`src/rtl/sqr_pkg.sv`:
```
`timescale 1ns/1ps
package sqr_pkg;
  localparam int WAIT_W = 4;

  typedef enum logic [2:0] {
    K_NONE, K_READ, K_WRITE, K_ID, K_QEN, K_QEX, K_RSTEN, K_RST
  } kind_e;

  typedef struct packed {
    kind_e             kind;
    logic              addr_quad;
    logic              data_quad;
    logic [WAIT_W-1:0] waits;
  } cmd_info_t;

  typedef enum logic [2:0] {PH_CMD, PH_ADDR, PH_WAIT, PH_DATA, PH_HALT} phase_e;
  typedef enum logic [1:0] {PA_NONE, PA_QUAD, PA_SPI, PA_RST} pend_e;
endpackage

```
`src/rtl/sqr_decode.sv`:
```
`timescale 1ns/1ps
module sqr_decode
  import sqr_pkg::*;
#(
  parameter int SPI_FAST_WAIT = 8,
  parameter int QPI_FAST_WAIT = 4,
  parameter int QUAD_RD_WAIT  = 6
) (
  input  logic [7:0] cmd_i,
  input  logic       quad_i,
  output cmd_info_t  info_o
);
  always_comb begin
    info_o           = '0;
    info_o.kind      = K_NONE;
    info_o.addr_quad = quad_i;
    info_o.data_quad = quad_i;
    case (cmd_i)
      8'h03: if (!quad_i) info_o.kind = K_READ;
      8'h0B: begin
        info_o.kind  = K_READ;
        info_o.waits = quad_i ? WAIT_W'(QPI_FAST_WAIT) : WAIT_W'(SPI_FAST_WAIT);
      end
      8'hEB: begin
        info_o.kind      = K_READ;
        info_o.addr_quad = 1'b1;
        info_o.data_quad = 1'b1;
        info_o.waits     = WAIT_W'(QUAD_RD_WAIT);
      end
      8'h02: info_o.kind = K_WRITE;
      8'h38: begin
        info_o.kind      = K_WRITE;
        info_o.addr_quad = 1'b1;
        info_o.data_quad = 1'b1;
      end
      8'h9F: if (!quad_i) info_o.kind = K_ID;
      8'h35: if (!quad_i) info_o.kind = K_QEN;
      8'hF5: if (quad_i)  info_o.kind = K_QEX;
      8'h66: info_o.kind = K_RSTEN;
      8'h99: info_o.kind = K_RST;
      default: info_o.kind = K_NONE;
    endcase
  end
endmodule

```
`src/rtl/sqr_mem.sv`:
```
`timescale 1ns/1ps
module sqr_mem #(
  parameter int DEPTH = 64,
  parameter int AW    = $clog2(DEPTH)
) (
  input  logic          clk_i,
  input  logic          we_i,
  input  logic [AW-1:0] waddr_i,
  input  logic [7:0]    wdata_i,
  input  logic [AW-1:0] raddr_i,
  output logic [7:0]    rdata_o
);
  logic [7:0] mem_q [DEPTH];

  always_ff @(posedge clk_i) begin
    if (we_i) mem_q[waddr_i] <= wdata_i;
  end

  assign rdata_o = mem_q[raddr_i];
endmodule

```
`src/rtl/sqram_frontend.sv`:
```
`timescale 1ns/1ps
module sqram_frontend
  import sqr_pkg::*;
#(
  parameter int         DEPTH         = 64,
  parameter logic [7:0] ID_BYTE       = 8'h5D,
  parameter int         SPI_FAST_WAIT = 8,
  parameter int         QPI_FAST_WAIT = 4,
  parameter int         QUAD_RD_WAIT  = 6
) (
  input  logic       sclk_i,
  input  logic       rst_ni,
  input  logic       ce_ni,
  input  logic [3:0] sio_i,
  output logic [3:0] sio_o,
  output logic [3:0] sio_oe_o
);
  localparam int AW     = $clog2(DEPTH);
  localparam int CNT_W  = 5;
  localparam int ADR_SB = 24;          // serial address bits
  localparam int ADR_QU = ADR_SB / 4;  // quad address units

  phase_e          phase_q;
  pend_e           pend_q;
  cmd_info_t       info_q, dec;
  logic            quad_q, armed_q;
  logic [CNT_W-1:0] cnt_q;
  logic [7:0]      sh_q, sh_nx;
  logic [AW-1:0]   adr_sh_q, adr_nx, ptr_q;
  logic            cur_quad, byte_last, addr_last, wr_en, rd_phase;
  logic [7:0]      mem_rd, rd_byte;
  logic [3:0]      out_q, oe_q;

  always_comb begin
    case (phase_q)
      PH_CMD:  cur_quad = quad_q;
      PH_ADDR: cur_quad = info_q.addr_quad;
      default: cur_quad = info_q.data_quad;
    endcase
  end

  assign sh_nx     = cur_quad ? {sh_q[3:0], sio_i} : {sh_q[6:0], sio_i[0]};
  assign adr_nx    = cur_quad ? AW'({adr_sh_q, sio_i}) : AW'({adr_sh_q, sio_i[0]});
  assign byte_last = cur_quad ? (cnt_q == CNT_W'(1)) : (cnt_q == CNT_W'(7));
  assign addr_last = cur_quad ? (cnt_q == CNT_W'(ADR_QU - 1)) : (cnt_q == CNT_W'(ADR_SB - 1));

  sqr_decode #(
    .SPI_FAST_WAIT(SPI_FAST_WAIT),
    .QPI_FAST_WAIT(QPI_FAST_WAIT),
    .QUAD_RD_WAIT (QUAD_RD_WAIT)
  ) u_dec (
    .cmd_i (sh_nx),
    .quad_i(quad_q),
    .info_o(dec)
  );

  always_ff @(posedge sclk_i or negedge rst_ni) begin
    if (!rst_ni) begin
      phase_q  <= PH_CMD;
      pend_q   <= PA_NONE;
      info_q   <= '0;
      quad_q   <= 1'b0;
      armed_q  <= 1'b0;
      cnt_q    <= '0;
      sh_q     <= '0;
      adr_sh_q <= '0;
      ptr_q    <= '0;
    end else if (ce_ni) begin
      phase_q <= PH_CMD;
      cnt_q   <= '0;
      pend_q  <= PA_NONE;
      case (pend_q)
        PA_QUAD: quad_q <= 1'b1;
        PA_SPI:  quad_q <= 1'b0;
        PA_RST: begin
          quad_q  <= 1'b0;
          armed_q <= 1'b0;
        end
        default: ;
      endcase
    end else begin
      case (phase_q)
        PH_CMD: begin
          sh_q  <= sh_nx;
          cnt_q <= cnt_q + 1'b1;
          if (byte_last) begin
            cnt_q   <= '0;
            info_q  <= dec;
            armed_q <= (dec.kind == K_RSTEN);
            phase_q <= PH_HALT;
            case (dec.kind)
              K_READ, K_WRITE, K_ID: phase_q <= PH_ADDR;
              K_QEN: pend_q <= PA_QUAD;
              K_QEX: pend_q <= PA_SPI;
              K_RST: if (armed_q) pend_q <= PA_RST;
              default: ;
            endcase
          end
        end
        PH_ADDR: begin
          adr_sh_q <= adr_nx;
          cnt_q    <= cnt_q + 1'b1;
          if (addr_last) begin
            cnt_q   <= '0;
            ptr_q   <= adr_nx;
            phase_q <= (info_q.waits == '0) ? PH_DATA : PH_WAIT;
          end
        end
        PH_WAIT: begin
          cnt_q <= cnt_q + 1'b1;
          if (cnt_q == CNT_W'(info_q.waits) - CNT_W'(1)) begin
            cnt_q   <= '0;
            phase_q <= PH_DATA;
          end
        end
        PH_DATA: begin
          sh_q  <= sh_nx;
          cnt_q <= cnt_q + 1'b1;
          if (byte_last) begin
            cnt_q <= '0;
            ptr_q <= ptr_q + 1'b1;
          end
        end
        default: ;
      endcase
    end
  end

  assign wr_en = !ce_ni && (phase_q == PH_DATA) && (info_q.kind == K_WRITE) && byte_last;

  sqr_mem #(.DEPTH(DEPTH), .AW(AW)) u_mem (
    .clk_i  (sclk_i),
    .we_i   (wr_en),
    .waddr_i(ptr_q),
    .wdata_i(sh_nx),
    .raddr_i(ptr_q),
    .rdata_o(mem_rd)
  );

  assign rd_byte  = (info_q.kind == K_ID) ? ID_BYTE : mem_rd;
  assign rd_phase = !ce_ni && (phase_q == PH_DATA) &&
                    (info_q.kind == K_READ || info_q.kind == K_ID);

  // launch on falling edge so the host samples a settled value on the rising edge
  always_ff @(negedge sclk_i or negedge rst_ni) begin
    if (!rst_ni) begin
      out_q <= '0;
      oe_q  <= '0;
    end else if (!rd_phase) begin
      out_q <= '0;
      oe_q  <= '0;
    end else if (info_q.data_quad) begin
      out_q <= cnt_q[0] ? rd_byte[3:0] : rd_byte[7:4];
      oe_q  <= 4'hF;
    end else begin
      out_q <= {2'b00, rd_byte[3'd7 - cnt_q[2:0]], 1'b0};
      oe_q  <= 4'b0010;
    end
  end

  assign sio_o    = out_q;
  assign sio_oe_o = ce_ni ? 4'h0 : oe_q;

  AST_QEN_FROM_SPI: assert property (@(posedge sclk_i) disable iff (!rst_ni)
    (pend_q == PA_QUAD) |-> !quad_q);
  AST_QEX_FROM_QUAD: assert property (@(posedge sclk_i) disable iff (!rst_ni)
    (pend_q == PA_SPI) |-> quad_q);
  AST_MODE_HELD: assert property (@(posedge sclk_i) disable iff (!rst_ni)
    !ce_ni |=> $stable(quad_q));
  AST_RST_TO_SPI: assert property (@(posedge sclk_i) disable iff (!rst_ni)
    (ce_ni && pend_q == PA_RST) |=> !quad_q && !armed_q);
  AST_BURST_STEP: assert property (@(posedge sclk_i) disable iff (!rst_ni)
    (!ce_ni && phase_q == PH_DATA && byte_last) |=> ptr_q == AW'($past(ptr_q) + 1'b1));
  AST_OE_LANES: assert property (@(posedge sclk_i) disable iff (!rst_ni)
    (oe_q == 4'h0 || oe_q == 4'b0010 || oe_q == 4'hF));
endmodule

```
`config.mk`:
```
export PLATFORM = sky130hd
export DESIGN_NAME = sqram_frontend
export DESIGN_NICKNAME = d
export VERILOG_FILES = /design/src/rtl/sqr_pkg.sv /design/src/rtl/sqr_decode.sv /design/src/rtl/sqr_mem.sv /design/src/rtl/sqram_frontend.sv
export SDC_FILE = /design/constraint.sdc
export NUM_CORES = 1
export LEC_CHECK = 0
export BUFFER_PORTS_ARGS = -buffer_cell sky130_fd_sc_hd__clkbuf_2
export CORE_UTILIZATION = 40
export CTS_CLUSTER_DIAMETER = 50
export DETAILED_ROUTE_END_ITERATION = 6
export PLACE_DENSITY = 0.59
export SETUP_SLACK_MARGIN = 0.2
export SLEW_MARGIN = 20
export SYNTH_ARGS = -nofsm -noshare
export SYNTH_HDL_FRONTEND = slang
export SYNTH_SLANG_ARGS = --single-unit
```
`constraint.sdc`:
```
create_clock -name sclk_i -period 5.4 [get_ports sclk_i]
set_input_delay 0.27 -clock sclk_i [delete_from_list [all_inputs] [get_ports sclk_i]]
set_output_delay 0.27 -clock sclk_i [all_outputs]
set_load 0.05 [all_outputs]
```
== After elaboration in Yosys (flattened, before gate mapping) ==
Memories as Yosys holds them, arrays and structs flattened.
Cells that the tools add are included.
Word-level totals
  memory bits (writable): 512
  input bits: 7
  bits in registers: 47
  memories: 1
Operators by class
  eq/ne operators: 38
  mux-type cells: 49
  reduce and logical (&&, ||, !) cells: 29
  add/sub/neg operators: 4
  bitwise operators: 1
  magnitude comparators: 1
Memory list
  u_mem.mem_q: words 64, bits a word 8, rd ports 1, clocked after Yosys merged registers in 0, write ports 1, line sqr_mem.sv:13  | logic [7:0] mem_q [DEPTH];
Operator list (number)
  $eq 8x8->1 const B: 4
  $mux 4: 7
  $pmux 3 s8: 1
  $mux 3: 7
  $mux 5: 4
  $eq 3x2->1 const B: 6
  $mux 6: 3
  $eq 8x2->1 const B: 2
  $eq 8x6->1 const B: 2
  $mux 8: 2
  $pmux 5 s3: 1
  $eq 3x3->1 const B: 4
  $mux 2: 6
  $ne 3x3->1 const B: 4
  $pmux 6 s2: 1
  $reduce_and 4->1: 3
  $reduce_bool 4->1: 3
  $mux 1: 11
  $eq 5x3->1 const B: 2
  $reduce_or 2->1: 5
  $eq 3x1->1 const B: 3
  $pmux 3 s3: 1
  $eq 8x4->1 const B: 1
  $eq 8x7->1 const B: 1
  other kinds (26): 38

== Longest topological paths before layout ==
Gate-level depths: netlist (run 1).
  word-level depth: 12
  depth in mapped cells: 13

== By module ==
From an unflattened synthesis (run 1), not the netlist that was laid out.
Second synthesis, totals
  cell total of the unflattened synthesis: 1239
  area total of the unflattened synthesis: 22905.7 um2
Modules (own cells, without submodules)
  sqr_mem: seq. area each 15374.7 um2, area each 20006.7 um2, instances 1, cells an instance 932
  sqram_frontend: seq. area each 1126.1 um2, area each 2646.3 um2, instances 1, cells an instance 270
  sqr_decode: seq. area each 0.0 um2, area each 252.7 um2, instances 1, cells an instance 37

==> summary.md, run 1 <==
| Metric | Value |
|---|---|
| Outcome | `complete, but fails checks` |
| Failing checks | `setup timing` |
| Die H | `240 um` |
| Top post-synthesis cells by area | `edfxtp_1 68%, dfrtp_1 4.1%, a22oi_1 3.1%` |
| Reg clk slew, reported paths | `60 ps` |
| Htree depth | `2` |
| Remaining Overflow, GRT | `0` |
| Register area share after synthesis | `72.3%` |
| CP max stage delay | `530 ps` |
| DRC viols | `0` |
| Nature of the critical path endpoint | `flop` |
| Number of global-route vias before repair | `14.1k` |
| Dpl cells | `2,318` |
| Synth Flop Type | `edfxtp_1` |
| Final worst setup slack | `-194 ps` |
| Pre-CTS WS | `-228 ps` |
| Routed vias | `14.6k` |
| Final Non-Filler Cells | `2,446` |
| Worst VDD drop | `0.303 mV` |
| Pleak | `9.35 nW` |
| CTS max path bufs | `3` |
| GP Congestion | `0.951` |
| Design Power | `10.7 mW` |
| Diode count | `0` |
| Initial antenna violation count | `1` |
| Largest net degree at the start of global routing | `67` |
| Clock Sinks | `555` |
| Unrepaired setup endpoints after global routing | `yes` |
| Slew of the pin with the lowest slew margin | `1080 ps` |
| Final hold vios | `0` |
| Drt total wl | `67,700 um` |
| Worst R2R Path Depth | `12` |
| Hpwl dp | `44,400 um` |
| Slew headroom | `27.5%` |
| Synthesized flop and latch total | `555` |
| Syn avg cell area | `15.6 um^2` |
| Layout area overhead | `21.1%` |
| First drt pass iteration count | `6` |
| Core Rows | `87` |
| Worst-Skew Late Latency | `620 ps` |
| WL/cell | `27.7 um` |
| Data arrival, critical path | `3330 ps` |
| ANT nets after route | `0` |
| Distinct cell type count after synthesis | `85` |
| Slowest stage cell, crit path | `dfrtp_4` |
| Worst EP required | `3140 ps` |
| Worst min-delay path class | `input port to asynchronous set/reset pin` |
| Crit path cell chain | `buf_6, buf_12, buf_12, buf_4, mux2i_1, o22a_1, o211ai_1, a221oi_2, nand4bb_1, a21oi_1, o221ai_2, o2bb2ai_1` |
| Final Skew | `37.9 ps` |
| Mapped Cells | `1,457` |
| Post-synth top area cell | `edfxtp_1` |
| First-pass GRT wire length | `98,200 um` |
| Crit path launch type | `flop` |
| Syn Nets | `1,468` |
| Pwr Density | `390 nW/um^2` |
| Critical path class | `flop to flop` |
| CTS Buf Count | `57` |
| Initial Utilization | `40.4%` |
| EDFF count, synth | `512` |
| Max-Cap Viols | `0` |
| Via/cell ratio | `5.98` |
| GRT Overall Usage | `23.7%` |
| Chip width | `240 um` |
| Async SR Flop Fraction | `7.75%` |
| Yosys top cell area share | `67.6%` |
| Root Driver | `clkbuf_16` |
| Share of cells above drive strength 1 | `29.3%` |
| Synth warnings | `0` |
| Top cell by count, worst path | `buf_12` |
| Final setup fails | `3` |
| Core area | `56,300 um^2` |
| Cell Area, Synth | `22,700 um^2` |
| CTS tree | `yes` |
| Crit-path max FO | `7` |
| Max-slew violation count | `0` |
| Port bufs | `14` |
| Die area | `57,800 um^2` |
| I/O pins | `15` |
| First DRT Iteration DRCs | `1,870` |
| Fin util | `49.0%` |
| Final-stage net count | `1,659` |
-- cells in the mapped netlist (10+ instances only) --
| cell type | n |
|---|---|
| a21oi_1 | 41 |
| a221oi_1 | 30 |
| a22o_1 | 10 |
| a22oi_1 | 93 |
| a31oi_1 | 17 |
| buf_1 | 12 |
| buf_2 | 24 |
| clkbuf_1 | 55 |
| dfrtp_1 | 37 |
| edfxtp_1 | 512 |
| inv_1 | 16 |
| mux2_2 | 42 |
| mux2i_1 | 54 |
| mux4_2 | 25 |
| nand2_1 | 68 |
| nand3_1 | 21 |
| nor2_1 | 110 |
| nor2b_1 | 16 |
| nor3_1 | 19 |
| o21ai_0 | 38 |
-- flip-flops by register name, summed over array words and instances, names as in the netlist --
name / cells
phase_q: 3
sio_o: 4
adr_sh_q: 5
oe_q: 2
info_q: 7
u_mem.mem_q: 512
armed_q: 1
sh_q: 7
ptr_q: 6
quad_q: 1
cnt_q: 5
pend_q: 2
-- worst paths after layout --
check | slack [ps] | startpoint | endpoint
max | -190 | ptr_q[0] | sio_o[1]
min | 120 | rst_ni | cnt_q[0]
max reg2reg | -190 | ptr_q[0] | sio_o[1]
min reg2reg | 520 | adr_sh_q[4] | adr_sh_q[4]
max in group asynchronous | 2350 | rst_ni | sio_o[0]
min in group sclk_i | 130 | ce_ni | phase_q[0]
-- final cells by class --
type                    count  area (um^2)
flip-flops and latches    555        16500
fillers                  4773        28700
multi-input cells         785         6320
clock inverters            37          287
repair buffers            231         2000
inverters                  18         70.1
well taps                 756          946
clock buffers              64         1470
-- worst max-delay path, delay by kind of cell, from the launching register on --
kind                   cells  cell delay [ps]
AO/OA/AOI/OAI              6             1270
buffers and inverters      4              540
flip-flops                 1              530
multiplexers               1              160
AND/OR/NAND/NOR            1              190
-- cells in the final DEF, fill, tap and decap left out, drive strengths merged, types with 6 or more instances in the layout --
| cell | n |
|---|---|
| nand2b | 9 |
| inv | 16 |
| dfrtn | 6 |
| a221o | 8 |
| nor3b | 8 |
| a22o | 10 |
| nor2b | 16 |
| mux4 | 25 |
| o22ai | 8 |
| nand2 | 69 |
| and2 | 7 |
| mux2i | 54 |
| nor4b | 6 |
| a222oi | 6 |
| mux2 | 42 |
| clkinv | 31 |
| or4 | 7 |
| a211oi | 7 |
| nand3 | 21 |
| a221oi | 31 |
| o22a | 8 |
| dfrtp | 37 |
| or3 | 9 |
| a21oi | 42 |
| nor2 | 111 |
| o21ai | 40 |
| a22oi | 93 |
| a41oi | 6 |
| a31oi | 17 |
| nand4 | 8 |
| clkbuf | 78 |
| edfxtp | 512 |
| a2111oi | 9 |
| o211ai | 9 |
| nor3 | 19 |
| buf | 215 |
| and3 | 8 |
-- layer usage --
layer | track usage [%] | part of all wire, %
met5 | 0 | 0
met4 | 7.99 | 3.4
met3 | 4.31 | 8.4
met2 | 37.8 | 47
met1 | 32.5 | 42
-- stage by stage --
| step | setup TNS [ps] | hold slack [ps] | cell area (um^2) |
|---|---|---|---|
| 2_1_floorplan | 0 | -25.6 | 22800 |
| 3_3_place_gp | -1890 | 204 | 25000 |
| 3_5_place_dp | -707 | 204 | 25000 |
| 4_1_cts | -209 | 107 | 27200 |
| 5_1_grt | -543 | 144 | 27600 |
| 6_report | -396 | 124 | 27600 |
-- where the power goes --
| part | internal (mW) | leakage, nW | switching, mW |
|---|---|---|---|
| logic | 0.477 | 3.30 | 1.12 |
| registers | 5.26 | 5.20 | 0.128 |
| clock network | 2.10 | 0.853 | 1.65 |
-- timing repair --
action                     in CTS  in global routing
setup buffers                  19                  4
setup endpoints to repair       4                  4
hold buffers                    1                  0
gates cloned                    2                  1
pin swaps                      28                 29
resized for setup              69                 58
hold endpoints to repair        5                  0
-- kinds of logic after synthesis --
logic type	after synthesis	share of synthesized area [%]
DFF	555	72.3
AOI/OAI and AO/OA	330	10.7
and+or+nand+nor	324	7.33
muxes	121	6.93
buffers and inverters	118	2.27
xor gates and xnor gates	5	0.193
adders and majority gates	4	0.220
(Power assumes the default switching activity.)
==> inputs of run 2 (changes only) <==
CORE_UTILIZATION = 48   (was 40)
MAX_ROUTING_LAYER = met4   (was unset)
PLACE_DENSITY = 0.67   (was 0.59)
==> run 2 against run 1 <==
The run ends with DRC, setup timing left; combinational power hardly changed; via count is 1.1% higher; die area shrank 17%; global-route usage grew 4.6 points; non-clock buffer count increased by 33; critical path type unchanged.
==> summary.md, run 2 (synthesis results as in run 1) <==
| Metric | Value |
|---|---|
| Top cell by count, worst path | `buf_12 (unchanged)` |
| Fin util | `58.7% (was 49.0%)` |
| Critical path class | `flop to flop (unchanged)` |
| Nature of the critical path endpoint | `flop (unchanged)` |
| Biggest regs | `u_mem.mem_q x512, info_q x7, sh_q x7 (unchanged)` |
| Hpwl dp | `43,700 um (was 44,400 um)` |
| Via/cell ratio | `6.34 (was 5.98)` |
| Data arrival, critical path | `3360 ps (was 3330 ps)` |
| Worst VDD drop | `0.227 mV (was 0.303 mV)` |
| Drt total wl | `65,600 um (was 67,700 um)` |
| CP max stage delay | `550 ps (was 530 ps)` |
| Core Rows | `79 (was 87)` |
| CTS tree | `yes (unchanged)` |
| Largest net degree at the start of global routing | `67 (unchanged)` |
| Unrepaired setup endpoints after global routing | `yes (unchanged)` |
| Largest register FFs | `512 (unchanged)` |
| Reg clk slew, reported paths | `70 ps (was 60 ps)` |
| Final-stage net count | `1,690 (was 1,659)` |
| Initial Utilization | `48.8% (was 40.4%)` |
| Port bufs | `14 (unchanged)` |
| Outcome | `complete, but fails checks (unchanged)` |
| First drt pass iteration count | `7 (was 6)` |
| Failing checks | `DRC, setup timing (was setup timing)` |
| Max-slew violation count | `0 (unchanged)` |
| Final worst setup slack | `-238 ps (was -194 ps)` |
| CTS Buf Count | `56 (was 57)` |
| Hold_sp | `ce_ni` |
| Root Driver | `clkbuf_16 (unchanged)` |
| Max-Cap Viols | `0 (unchanged)` |
| Share of cells above drive strength 1 | `28.1% (was 29.3%)` |
| Area after DPL | `25,200 um^2 (was 25,000 um^2)` |
| Final Skew | `31.5 ps (was 37.9 ps)` |
| Pwr Density | `389 nW/um^2 (was 390 nW/um^2)` |
| GP Congestion | `0.951 (about the same)` |
| Clock Sinks | `555 (unchanged)` |
| Remaining Overflow, GRT | `0 (unchanged)` |
| GRT Overall Usage | `28.3% (was 23.7%)` |
| First DRT Iteration DRCs | `1,961 (was 1,870)` |
| Slew headroom | `33.4% (was 27.5%)` |
| Die area | `48,300 um^2 (was 57,800 um^2)` |
| CP startpoint | `ptr_q[0] (unchanged)` |
| Number of global-route vias before repair | `14.2k (was 14.1k)` |
| Layout area overhead | `20.5% (was 21.1%)` |
| Slowest stage cell, crit path | `dfrtp_4 (unchanged)` |
| DRC viols | `10 (was 0)` |
| I/O pins | `15 (unchanged)` |
| CTS max path bufs | `3 (unchanged)` |
| R2r startpoint | `ptr_q[0] (unchanged)` |
| Crit path max-delay family | `compound AO/OA/AOI/OAI gates (unchanged)` |
| Crit-path max FO | `12 (was 7)` |
| Crit path launch type | `flop (unchanged)` |
| Die H | `220 um (was 240 um)` |
| WL/cell | `28.2 um (was 27.7 um)` |
| Core area | `46,700 um^2 (was 56,300 um^2)` |
| Pleak | `9.47 nW (was 9.35 nW)` |
| Htree depth | `2 (unchanged)` |
| Crit path cell chain | `buf_12, buf_12, buf_6, mux2i_1, o22a_1, o211ai_1, a221oi_2, nand4bb_1, a21oi_2, o221ai_2, o2bb2ai_2 (was buf_6, buf_12, buf_12, buf_4, mux2i_1, o22a_1, o211ai_1, a221oi_2, nand4bb_1, a21oi_1, o221ai_2, o2bb2ai_1)` |
| CP Buf/Inv Count | `3 (was 4)` |
| Commonest cells after routing, fill and taps aside | `512 x edfxtp_1, 214 x buf_4, 109 x nor2_1 (was 512 x edfxtp_1, 186 x buf_4, 109 x nor2_1)` |
| Routed vias | `14.8k (was 14.6k)` |
| Fin Setup TNS | `-462 ps (was -396 ps)` |
| Worst EP required | `3130 ps (was 3140 ps)` |
| Most common cell after layout, fill and taps aside | `edfxtp_1 (unchanged)` |
| Final setup fails | `4 (was 3)` |
| Final hold vios | `0 (unchanged)` |
| Worst min-delay path class | `input port to flop (was input port to asynchronous set/reset pin)` |
| Initial antenna violation count | `2 (was 1)` |
| Worst-Skew Late Latency | `610 ps (was 620 ps)` |
| Top reg by flops | `u_mem.mem_q (unchanged)` |
| Chip width | `220 um (was 240 um)` |
| First-pass GRT wire length | `95,700 um (was 98,200 um)` |
| Slew of the pin with the lowest slew margin | `999 ps (was 1080 ps)` |
| ANT nets after route | `0 (unchanged)` |
| Final Instance Area | `27,400 um^2 (was 27,600 um^2)` |
run 2: worst paths after layout:
| kind | end | slack (ps) | cells after the start |
|---|---|---|---|
| max in group asynchronous | sio_o[3] | 2040 | 3 |
| min reg2reg | quad_q | 510 | 1 |
| min | phase_q[1] | 160 | 3 |
| max | sio_o[1] | -240 | 11 |
| min in group asynchronous | info_q[3] | 320 | 3 |
| max reg2reg | sio_o[1] | -240 | 11 |
run 2: metal layers:
layer,wire length [um],GRT usage (%)
met1,26900,39.5
met2,29900,42.1
met3,6370,4.76
met4,2360,10.1
met5,0,-
run 2: cell type report:
| cell class | instances | area (um^2) |
|---|---|---|
| multi-input combinational | 784 | 6100 |
| clock buffer | 74 | 1490 |
| sequential | 555 | 16500 |
| antenna | 2 | 5.00 |
| timing repair buffer | 264 | 2290 |
| fill | 3520 | 19200 |
| inverter | 18 | 67.6 |
| clock inverter | 26 | 231 |
| tap | 607 | 759 |
run 2: where the power goes:
group          internal (mW)  switching [mW]  leakage (nW)
combinational          0.476            1.09          3.44
clock                   2.08            1.62         0.826
sequential              5.25           0.125          5.20
total                   7.81            2.84          9.47
run 2: worst reg2reg max path: cells and delay by family (launching register included):
kind                   cells  cell delay (ps)
AOI/OAI and AO/OA          6             1330
buffers and inverters      3              440
DFF                        1              550
muxes                      1              180
and+or+nand+nor            1              250
run 2: per-stage QoR:
stage	worst slack (ps)	hold WS, ps	cells	power (mW)
global route	-326	150	2330	10.9
floorplan	211	-25.6	1457	6.26
finish	-238	159	2330	10.7
detailed placement	-415	407	2210	6.95
CTS	-174	137	2320	10.6
global placement	-425	404	2210	6.91
run 2: what timing repair did:
item | CTS | global route
endpoints found under the setup margin | 4 | 4
pin swaps | 19 | 12
resized for setup | 38 | 47
cloned | 0 | 0
buffers inserted | 9 | 8
endpoints found under the hold margin | 37 | 0
hold buffers | 1 | 0
